$ cat src/rtl/sysregs_pkg.sv
package sysregs_pkg;

  localparam int ADDR_W = 12;
  localparam int DATA_W = 32;
  localparam int LOCK_W = 16;
  localparam int NUM_CFG = 2;

  localparam logic [ADDR_W-1:0] OFF_BOARD    = 12'h000;
  localparam logic [ADDR_W-1:0] OFF_LED      = 12'h008;
  localparam logic [ADDR_W-1:0] OFF_LOCK     = 12'h020;
  localparam logic [ADDR_W-1:0] OFF_CFG0     = 12'h028;
  localparam logic [ADDR_W-1:0] OFF_CFG1     = 12'h02C;
  localparam logic [ADDR_W-1:0] OFF_FLAG_SET = 12'h030;
  localparam logic [ADDR_W-1:0] OFF_FLAG_CLR = 12'h034;
  localparam logic [ADDR_W-1:0] OFF_NV_SET   = 12'h038;
  localparam logic [ADDR_W-1:0] OFF_NV_CLR   = 12'h03C;
  localparam logic [ADDR_W-1:0] OFF_RSTLVL   = 12'h040;
  localparam logic [ADDR_W-1:0] OFF_ONE      = 12'h044;
  localparam logic [ADDR_W-1:0] OFF_PAGE     = 12'h050;
  localparam logic [ADDR_W-1:0] OFF_COUNT    = 12'h05C;
  localparam logic [ADDR_W-1:0] OFF_PROC     = 12'h084;
  localparam logic [ADDR_W-1:0] OFF_TOPBYTE  = 12'h088;

  localparam logic [DATA_W-1:0] VAL_ONE     = 32'h0000_0001;
  localparam logic [DATA_W-1:0] VAL_PAGE    = 32'h0000_1000;
  localparam logic [DATA_W-1:0] VAL_TOPBYTE = 32'hFF00_0000;

  localparam int RST_BIT = 8;

  typedef enum logic [3:0] {
    SEL_ZERO, SEL_BOARD, SEL_PROC, SEL_LED, SEL_LOCK, SEL_CFG0, SEL_CFG1,
    SEL_FLAGS, SEL_NV, SEL_RSTLVL, SEL_COUNT, SEL_ONE, SEL_PAGE, SEL_TOPBYTE
  } rdSel_e;

  typedef struct packed {
    logic               wrLed;
    logic               wrLock;
    logic [NUM_CFG-1:0] wrCfg;
    logic               setFlags;
    logic               clrFlags;
    logic               setNv;
    logic               clrNv;
    logic               wrRstLvl;
    logic               rdEn;
    rdSel_e             rdSel;
  } strobes_t;

  // Offsets that read as zero without raising the error flag.
  function automatic logic isReserved(input logic [ADDR_W-1:0] a);
    case (a)
      12'h004, 12'h00C, 12'h010, 12'h014, 12'h018, 12'h01C, 12'h024,
      12'h048, 12'h04C, 12'h054, 12'h058, 12'h060, 12'h064, 12'h068,
      12'h06C, 12'h070, 12'h074, 12'h080, 12'h08C, 12'h090, 12'h094,
      12'h098, 12'h09C, 12'h0C0, 12'h0C4, 12'h0C8, 12'h0CC, 12'h0D0:
        return 1'b1;
      default: return 1'b0;
    endcase
  endfunction

endpackage

$ cat src/rtl/sys_regfile_ctrl.sv
module sys_regfile_ctrl
  import sysregs_pkg::*;
(
  input  logic              clk,
  input  logic              rstN,
  input  logic [ADDR_W-1:0] busAddr,
  input  logic              busWe,
  input  logic              wdataRstBit,
  input  logic              busRe,
  input  logic              lockOpen,
  output strobes_t          st,
  output logic              rdErr,
  output logic              rstReq
);

  logic rdHit;

  // Address decode: write strobes and read select.
  always_comb begin
    st = '0;
    st.rdEn = busRe;
    st.rdSel = SEL_ZERO;
    rdHit = 1'b1;
    if (busWe) begin
      case (busAddr)
        OFF_LED:      st.wrLed = 1'b1;
        OFF_LOCK:     st.wrLock = 1'b1;
        OFF_CFG0:     st.wrCfg[0] = 1'b1;
        OFF_CFG1:     st.wrCfg[1] = 1'b1;
        OFF_FLAG_SET: st.setFlags = 1'b1;
        OFF_FLAG_CLR: st.clrFlags = 1'b1;
        OFF_NV_SET:   st.setNv = 1'b1;
        OFF_NV_CLR:   st.clrNv = 1'b1;
        OFF_RSTLVL:   st.wrRstLvl = lockOpen;
        default:      ;
      endcase
    end
    case (busAddr)
      OFF_BOARD:    st.rdSel = SEL_BOARD;
      OFF_PROC:     st.rdSel = SEL_PROC;
      OFF_LED:      st.rdSel = SEL_LED;
      OFF_LOCK:     st.rdSel = SEL_LOCK;
      OFF_CFG0:     st.rdSel = SEL_CFG0;
      OFF_CFG1:     st.rdSel = SEL_CFG1;
      OFF_FLAG_SET: st.rdSel = SEL_FLAGS;
      OFF_NV_SET:   st.rdSel = SEL_NV;
      OFF_RSTLVL:   st.rdSel = SEL_RSTLVL;
      OFF_COUNT:    st.rdSel = SEL_COUNT;
      OFF_ONE:      st.rdSel = SEL_ONE;
      OFF_PAGE:     st.rdSel = SEL_PAGE;
      OFF_TOPBYTE:  st.rdSel = SEL_TOPBYTE;
      default:      rdHit = isReserved(busAddr);
    endcase
  end

  always_ff @(posedge clk or negedge rstN) begin
    if (!rstN) begin
      rdErr  <= 1'b0;
      rstReq <= 1'b0;
    end else begin
      rdErr  <= busRe & ~rdHit;
      rstReq <= st.wrRstLvl & wdataRstBit;
    end
  end

endmodule

$ cat src/rtl/sys_regfile_dp.sv
module sys_regfile_dp
  import sysregs_pkg::*;
#(
  parameter int                CNT_W      = 32,
  parameter logic [DATA_W-1:0] BOARD_ID   = '0,
  parameter logic [DATA_W-1:0] PROC_ID    = '0,
  parameter logic [DATA_W-1:0] UNLOCK_KEY = 32'h0000_A05F
) (
  input  logic              clk,
  input  logic              rstN,
  input  logic              porN,
  input  logic              tickEn,
  input  logic [DATA_W-1:0] busWdata,
  input  strobes_t          st,
  output logic [DATA_W-1:0] rdData,
  output logic              lockOpen
);

  localparam logic [LOCK_W-1:0] KEY_STORED = UNLOCK_KEY[LOCK_W-1:0];

  logic [DATA_W-1:0] ledReg;
  logic [LOCK_W-1:0] lockReg;
  logic [DATA_W-1:0] cfgReg [NUM_CFG];
  logic [DATA_W-1:0] flagReg;
  logic [DATA_W-1:0] nvReg;
  logic [DATA_W-1:0] rstLvlReg;
  logic [CNT_W-1:0]  cntReg;
  logic [DATA_W-1:0] rdMux;

  assign lockOpen = (lockReg == KEY_STORED);

  always_ff @(posedge clk or negedge rstN) begin
    if (!rstN) begin
      ledReg    <= '0;
      lockReg   <= '0;
      flagReg   <= '0;
      rstLvlReg <= '0;
      cntReg    <= '0;
    end else begin
      if (st.wrLed) ledReg <= busWdata;
      if (st.wrLock) begin
        if (busWdata == UNLOCK_KEY) lockReg <= KEY_STORED;
        else lockReg <= {1'b0, busWdata[LOCK_W-2:0]};
      end
      if (st.setFlags) flagReg <= flagReg | busWdata;
      else if (st.clrFlags) flagReg <= flagReg & ~busWdata;
      if (st.wrRstLvl) rstLvlReg <= busWdata;
      if (tickEn) cntReg <= cntReg + 1'b1;
    end
  end

  always_ff @(posedge clk or negedge rstN) begin
    if (!rstN) begin
      for (int i = 0; i < NUM_CFG; i++) cfgReg[i] <= '0;
    end else begin
      for (int i = 0; i < NUM_CFG; i++) begin
        if (st.wrCfg[i]) cfgReg[i] <= busWdata;
      end
    end
  end

  // Non-volatile flags live in the power-on domain only.
  always_ff @(posedge clk or negedge porN) begin
    if (!porN) nvReg <= '0;
    else if (st.setNv) nvReg <= nvReg | busWdata;
    else if (st.clrNv) nvReg <= nvReg & ~busWdata;
  end

  always_comb begin
    rdMux = '0;
    case (st.rdSel)
      SEL_BOARD:   rdMux = BOARD_ID;
      SEL_PROC:    rdMux = PROC_ID;
      SEL_LED:     rdMux = ledReg;
      SEL_LOCK:    rdMux[LOCK_W-1:0] = lockReg;
      SEL_CFG0:    rdMux = cfgReg[0];
      SEL_CFG1:    rdMux = cfgReg[1];
      SEL_FLAGS:   rdMux = flagReg;
      SEL_NV:      rdMux = nvReg;
      SEL_RSTLVL:  rdMux = rstLvlReg;
      SEL_COUNT:   rdMux[CNT_W-1:0] = cntReg;
      SEL_ONE:     rdMux = VAL_ONE;
      SEL_PAGE:    rdMux = VAL_PAGE;
      SEL_TOPBYTE: rdMux = VAL_TOPBYTE;
      default:     rdMux = '0;
    endcase
  end

  always_ff @(posedge clk or negedge rstN) begin
    if (!rstN) rdData <= '0;
    else if (st.rdEn) rdData <= rdMux;
  end

endmodule

$ cat src/rtl/sys_regfile.sv
module sys_regfile
  import sysregs_pkg::*;
#(
  parameter int          CNT_W      = 32,
  parameter logic [31:0] BOARD_ID   = 32'h0000_0000,
  parameter logic [31:0] PROC_ID    = 32'h0000_0000,
  parameter logic [31:0] UNLOCK_KEY = 32'h0000_A05F
) (
  input  logic        clk,
  input  logic        rstN,
  input  logic        porN,
  input  logic        tickEn,
  input  logic [11:0] busAddr,
  input  logic        busWe,
  input  logic [31:0] busWdata,
  input  logic        busRe,
  output logic [31:0] busRdata,
  output logic        busErr,
  output logic        resetReq
);

  strobes_t st;
  logic     lockOpen;

  sys_regfile_ctrl u_ctrl (
    .clk         (clk),
    .rstN        (rstN),
    .busAddr     (busAddr),
    .busWe       (busWe),
    .wdataRstBit (busWdata[RST_BIT]),
    .busRe       (busRe),
    .lockOpen    (lockOpen),
    .st          (st),
    .rdErr       (busErr),
    .rstReq      (resetReq)
  );

  sys_regfile_dp #(
    .CNT_W      (CNT_W),
    .BOARD_ID   (BOARD_ID),
    .PROC_ID    (PROC_ID),
    .UNLOCK_KEY (UNLOCK_KEY)
  ) u_dp (
    .clk      (clk),
    .rstN     (rstN),
    .porN     (porN),
    .tickEn   (tickEn),
    .busWdata (busWdata),
    .st       (st),
    .rdData   (busRdata),
    .lockOpen (lockOpen)
  );

endmodule

$ cat config.mk
export PLATFORM = sky130hd
export DESIGN_NAME = sys_regfile
export DESIGN_NICKNAME = d
export VERILOG_FILES = /design/src/rtl/sysregs_pkg.sv /design/src/rtl/sys_regfile_ctrl.sv /design/src/rtl/sys_regfile_dp.sv /design/src/rtl/sys_regfile.sv
export SDC_FILE = /design/constraint.sdc
export NUM_CORES = 1
export LEC_CHECK = 0
export ABC_AREA = 0
export BUFFER_PORTS_ARGS = -buffer_cell sky130_fd_sc_hd__buf_4
export CORE_MARGIN = 4
export CORE_UTILIZATION = 61
export DETAILED_ROUTE_END_ITERATION = 10
export GPL_TIMING_DRIVEN = 0
export PLACE_DENSITY = 0.8
export SLEW_MARGIN = 10
export SYNTH_ARGS = -nofsm -noshare
export SYNTH_HDL_FRONTEND = slang
export SYNTH_SLANG_ARGS = --single-unit
$ cat constraint.sdc
create_clock -name clk -period 2.3 [get_ports clk]
set_input_delay 0.46 -clock clk [delete_from_list [all_inputs] [get_ports clk]]
set_output_delay 0.46 -clock clk [all_outputs]
set_load 0.05 [all_outputs]
==> results.py <==
metrics = {
    "placed_design": {
        "post-place-ws_ns": -1.224,
        "placed_area_mm2": 0.01336,
        "place_hpwl_mm": 25.73,
        "place_congestion": 0.9919,
        "dp.cells": 1457,
        "io_buffers": 49,
    },
    "synthesis": {
        "synth_top_family_by_area": "compound AO/OA/AOI/OAI gates",
        "yosys.area_share.simple_pct": 13.25,
        "synth_cell_types": 59,
        "ys_seq_area_share_pct": 54.60,
        "avgSynthCellArea_um2": 11.05,
        "synth-edff-count": 0,
        "ys_warn_count": 0,
        "async_flop_share_pct": 100.0,
        "syn_nets": 1187,
        "synth_cells": 1136,
        "synth_mux_area_share_pct": 11.68,
        "synth_adder_area_share_pct": 0.09964,
        "synth-xor-area-share_pct": 2.232,
        "synth_seq_cells": 274,
        "synthFlopType": "dfrtp_1",
        "synth_compound_area_share_pct": 14.59,
        "syn-cell-area_mm2": 0.01256,
    },
    "pwr": {
        "ir_worst_vdd_mv": 0.6046,
        "p_leak_nw": 6.815,
        "power_density_mw_per_mm2": 706.8,
    },
    "global_routing": {
        "grt_pass1_wl_mm": 59.73,
        "grt_max_degree": 113,
        "grt_overflow": 0,
        "grt_pass1_vias": 10150,
        "grt.total_usage_pct": 34.85,
        "grt_antenna_before_repair": 1,
    },
    "worst_setup_path": {
        "endpoint_kind": "register",
        "crit_buf_inv": 4,
        "startpoint_type": "input pin",
        "cp_slowest_cell": "nor4_4",
        "path_class": "input pin to register",
        "required_ns": 2.78,
        "worstPathArrival_ns": 2.77,
        "critPathMaxStageDelay_ns": 0.38,
        "worstPathCellList": "buf_4 > nor4_4 > clkbuf_4 > nand2_1 > nor2_4 > and2_1 > clkbuf_1 > buf_2 > a22o_1",
        "critPathTopFamily": "buffers and inverters",
        "path_max_fanout": 10,
    },
    "timing": {
        "worst_slew_pin_slew_ns": 1.281,
        "finalHoldViolCount": 0,
        "finalSetupViolations": 0,
        "slew_viol_final": 0,
        "rsz0062_at_grt": "false",
        "max_freq_ghz": 0.4354,
        "setup_ws_ns": 0.003194,
        "finalCritPeriodShare_pct": 99.86,
        "fin_crit_ns": 2.297,
        "fin_setup_tns_ns": 0,
        "skew_ns": 0.01439,
        "slew_headroom_pct": 13.89,
    },
    "die": {
        "die-area_mm2": 0.02294,
        "core-area_mm2": 0.02023,
        "floorplan.rows": 52,
        "die_h_um": 151.5,
        "start_util_pct": 62.06,
        "die_w_um": 151.5,
        "io_pins": 84,
    },
    "clocking": {
        "cts.clk_slew.worst_paths_ns": 0.06,
        "cts_made_buffers": 28,
        "htree_levels": 1,
        "cts_buffer_depth": 3,
        "cts_tree": "yes",
        "clkSinkCount": 274,
        "cts_root_buffer": "clkbuf_16",
        "clkLatencyLatePin_ns": 0.55,
    },
    "worst_hold_path": {
        "hp-class": "input pin to register",
    },
    "cells_and_area": {
        "final_nets": 1290,
        "insertedDiodeCount": 0,
        "fin_area_mm2": 0.01456,
        "syn_to_final_growth_pct": 15.95,
        "final_core_util_pct": 71.96,
        "finalNonFillerCells": 1524,
        "drive_above_1_share_pct": 23.37,
        "n_fill_cell": 1456,
    },
    "route": {
        "vias": 10170,
        "drcViolationCount": 0,
        "drt_iter0_drc": 1244,
        "wl_per_cell_um": 25.80,
        "drtPass1Iterations": 6,
        "antenna_left": 0,
        "totalWireLength_mm": 39.33,
        "via_per_inst": 6.671,
    },
    "run": {
        "max_cap_violations": 0,
    },
    "run_status": {
        "status": "complete, no violations",
    },
}
-- kinds of logic after synthesis --
| kind of cell | count (synthesis) |
|---|---|
| adder cells (fa/ha/maj) | 1 |
| multiplexers | 121 |
| AO/OA/AOI/OAI | 236 |
| buffers and inverters | 104 |
| flip-flops | 274 |
| XOR/XNOR | 32 |
| AND/OR/NAND/NOR | 368 |
-- worst register-to-register path, delay by kind of cell (launching register included) --
family / cells / cell delay, ns
simple gates: 3 / 1.09
xor+xnor: 1 / 0.14
flops: 1 / 0.55
fa+ha+maj: 1 / 0.29
-- worst paths after layout --
| kind | slack (ns) | startpoint | to | cells past startpoint |
|---|---|---|---|---|
| max reg2reg | 0.12 | u_dp.cntReg[1]$_DFFE_PN0P_ | u_dp.cntReg[30]$_DFFE_PN0P_ | 5 |
| min | 0.12 | tickEn | u_dp.cntReg[0]$_DFFE_PN0P_ | 2 |
| max in group asynchronous | 1.11 | rstN | asynchronous set/reset pin | 3 |
| min in group asynchronous | 0.34 | rstN | u_dp.cfgReg[39]$_DFFE_PN0P_ | 2 |
| min reg2reg | 0.47 | u_dp.rstLvlReg[24]$_DFFE_PN0P_ | u_dp.rstLvlReg[24]$_DFFE_PN0P_ | 2 |
| max | 0.003 | busAddr[11] | register | 9 |
-- per-layer routing --
| layer | global-route usage [%] | up-vias | routed length (um) |
|---|---|---|---|
| met3 | 10.20 | 133 | 4226 |
| met5 | 0 | - | 13 |
| li1 | - | 4307 | - |
| met2 | 52.39 | 617 | 17760 |
| met4 | 15.41 | 2 | 1850 |
| met1 | 47.40 | 5108 | 15480 |
-- through the flow --
stage	hold WS, ns	power [mW]
after floorplan	0.1644	5.544
after global placement	0.4494	5.902
after detailed placement	0.3187	5.930
after CTS	0.1078	10.28
after global routing	0.1186	10.58
final	0.1239	10.29
-- cell usage after synthesis, drive strengths merged (3+ instances only) --
master / instances / area (um2)
a211oi: 6 / 45.04
a21oi: 26 / 130.1
a221oi: 25 / 219.0
a222oi: 11 / 110.1
a22o: 74 / 648.1
a22oi: 41 / 307.8
a31oi: 19 / 118.9
a41oi: 5 / 43.79
and2: 3 / 18.77
and3: 6 / 37.54
buf: 33 / 178.9
clkbuf: 67 / 251.5
dfrtp: 274 / 6857
inv: 4 / 15.01
mux2: 114 / 1396
mux2i: 7 / 70.07
nand2: 208 / 783.3
nand2b: 7 / 43.79
nand3: 11 / 55.05
nand4: 18 / 112.6
nor2: 68 / 257.8
nor2b: 3 / 18.77
nor3: 17 / 90.09
nor4: 8 / 65.06
nor4b: 3 / 47.54
o21ai: 7 / 35.03
o22a: 6 / 52.55
o22ai: 6 / 37.54
o311ai: 3 / 26.28
xnor2: 23 / 201.4
xor2: 9 / 78.83
-- power by group --
group	total (mW)	switching (mW)	internal, mW
clock network	4.40	1.85	2.55
registers	5.09	0.156	4.93
logic	0.802	0.556	0.246
total	10.3	2.56	7.73
-- layout make-up --
class | instances | area (um2) | area share (%)
plain buffers | 100 | 504.2 | 3.463
multi-input cells | 758 | 5380 | 36.95
repair buffers | 73 | 600.6 | 4.125
inverters | 4 | 15.01 | 0.1031
clock inverters | 2 | 35.03 | 0.2406
well taps | 270 | 337.8 | 2.320
clock buffers | 43 | 828.3 | 5.689
flip-flops and latches | 274 | 6859 | 47.11
-- layout by cell type (no fill, tap or decap), drive strengths merged, types with 6 or more instances in the layout --
| master | n |
|---|---|
| xor2 | 9 |
| nand3 | 11 |
| clkbuf | 119 |
| a211oi | 6 |
| a221oi | 25 |
| a31oi | 19 |
| nor4 | 8 |
| o22ai | 6 |
| mux2 | 114 |
| nor3 | 17 |
| and3 | 6 |
| nand2 | 208 |
| buf | 95 |
| a22o | 74 |
| nand2b | 7 |
| o21ai | 7 |
| a222oi | 11 |
| nor2 | 68 |
| a21oi | 26 |
| o22a | 6 |
| xnor2 | 23 |
| a22oi | 41 |
| mux2i | 7 |
| nand4 | 18 |
| dfrtp | 274 |
-- timing repair --
item | in CTS | in global routing
buffers inserted | 14 | 6
hold endpoints to repair | 53 | 0
gates resized for setup | 31 | 26
pin swaps | 5 | 2
hold buffers | 2 | 0
endpoints found under the setup margin | 241 | 181
(Power assumes the default switching activity.)
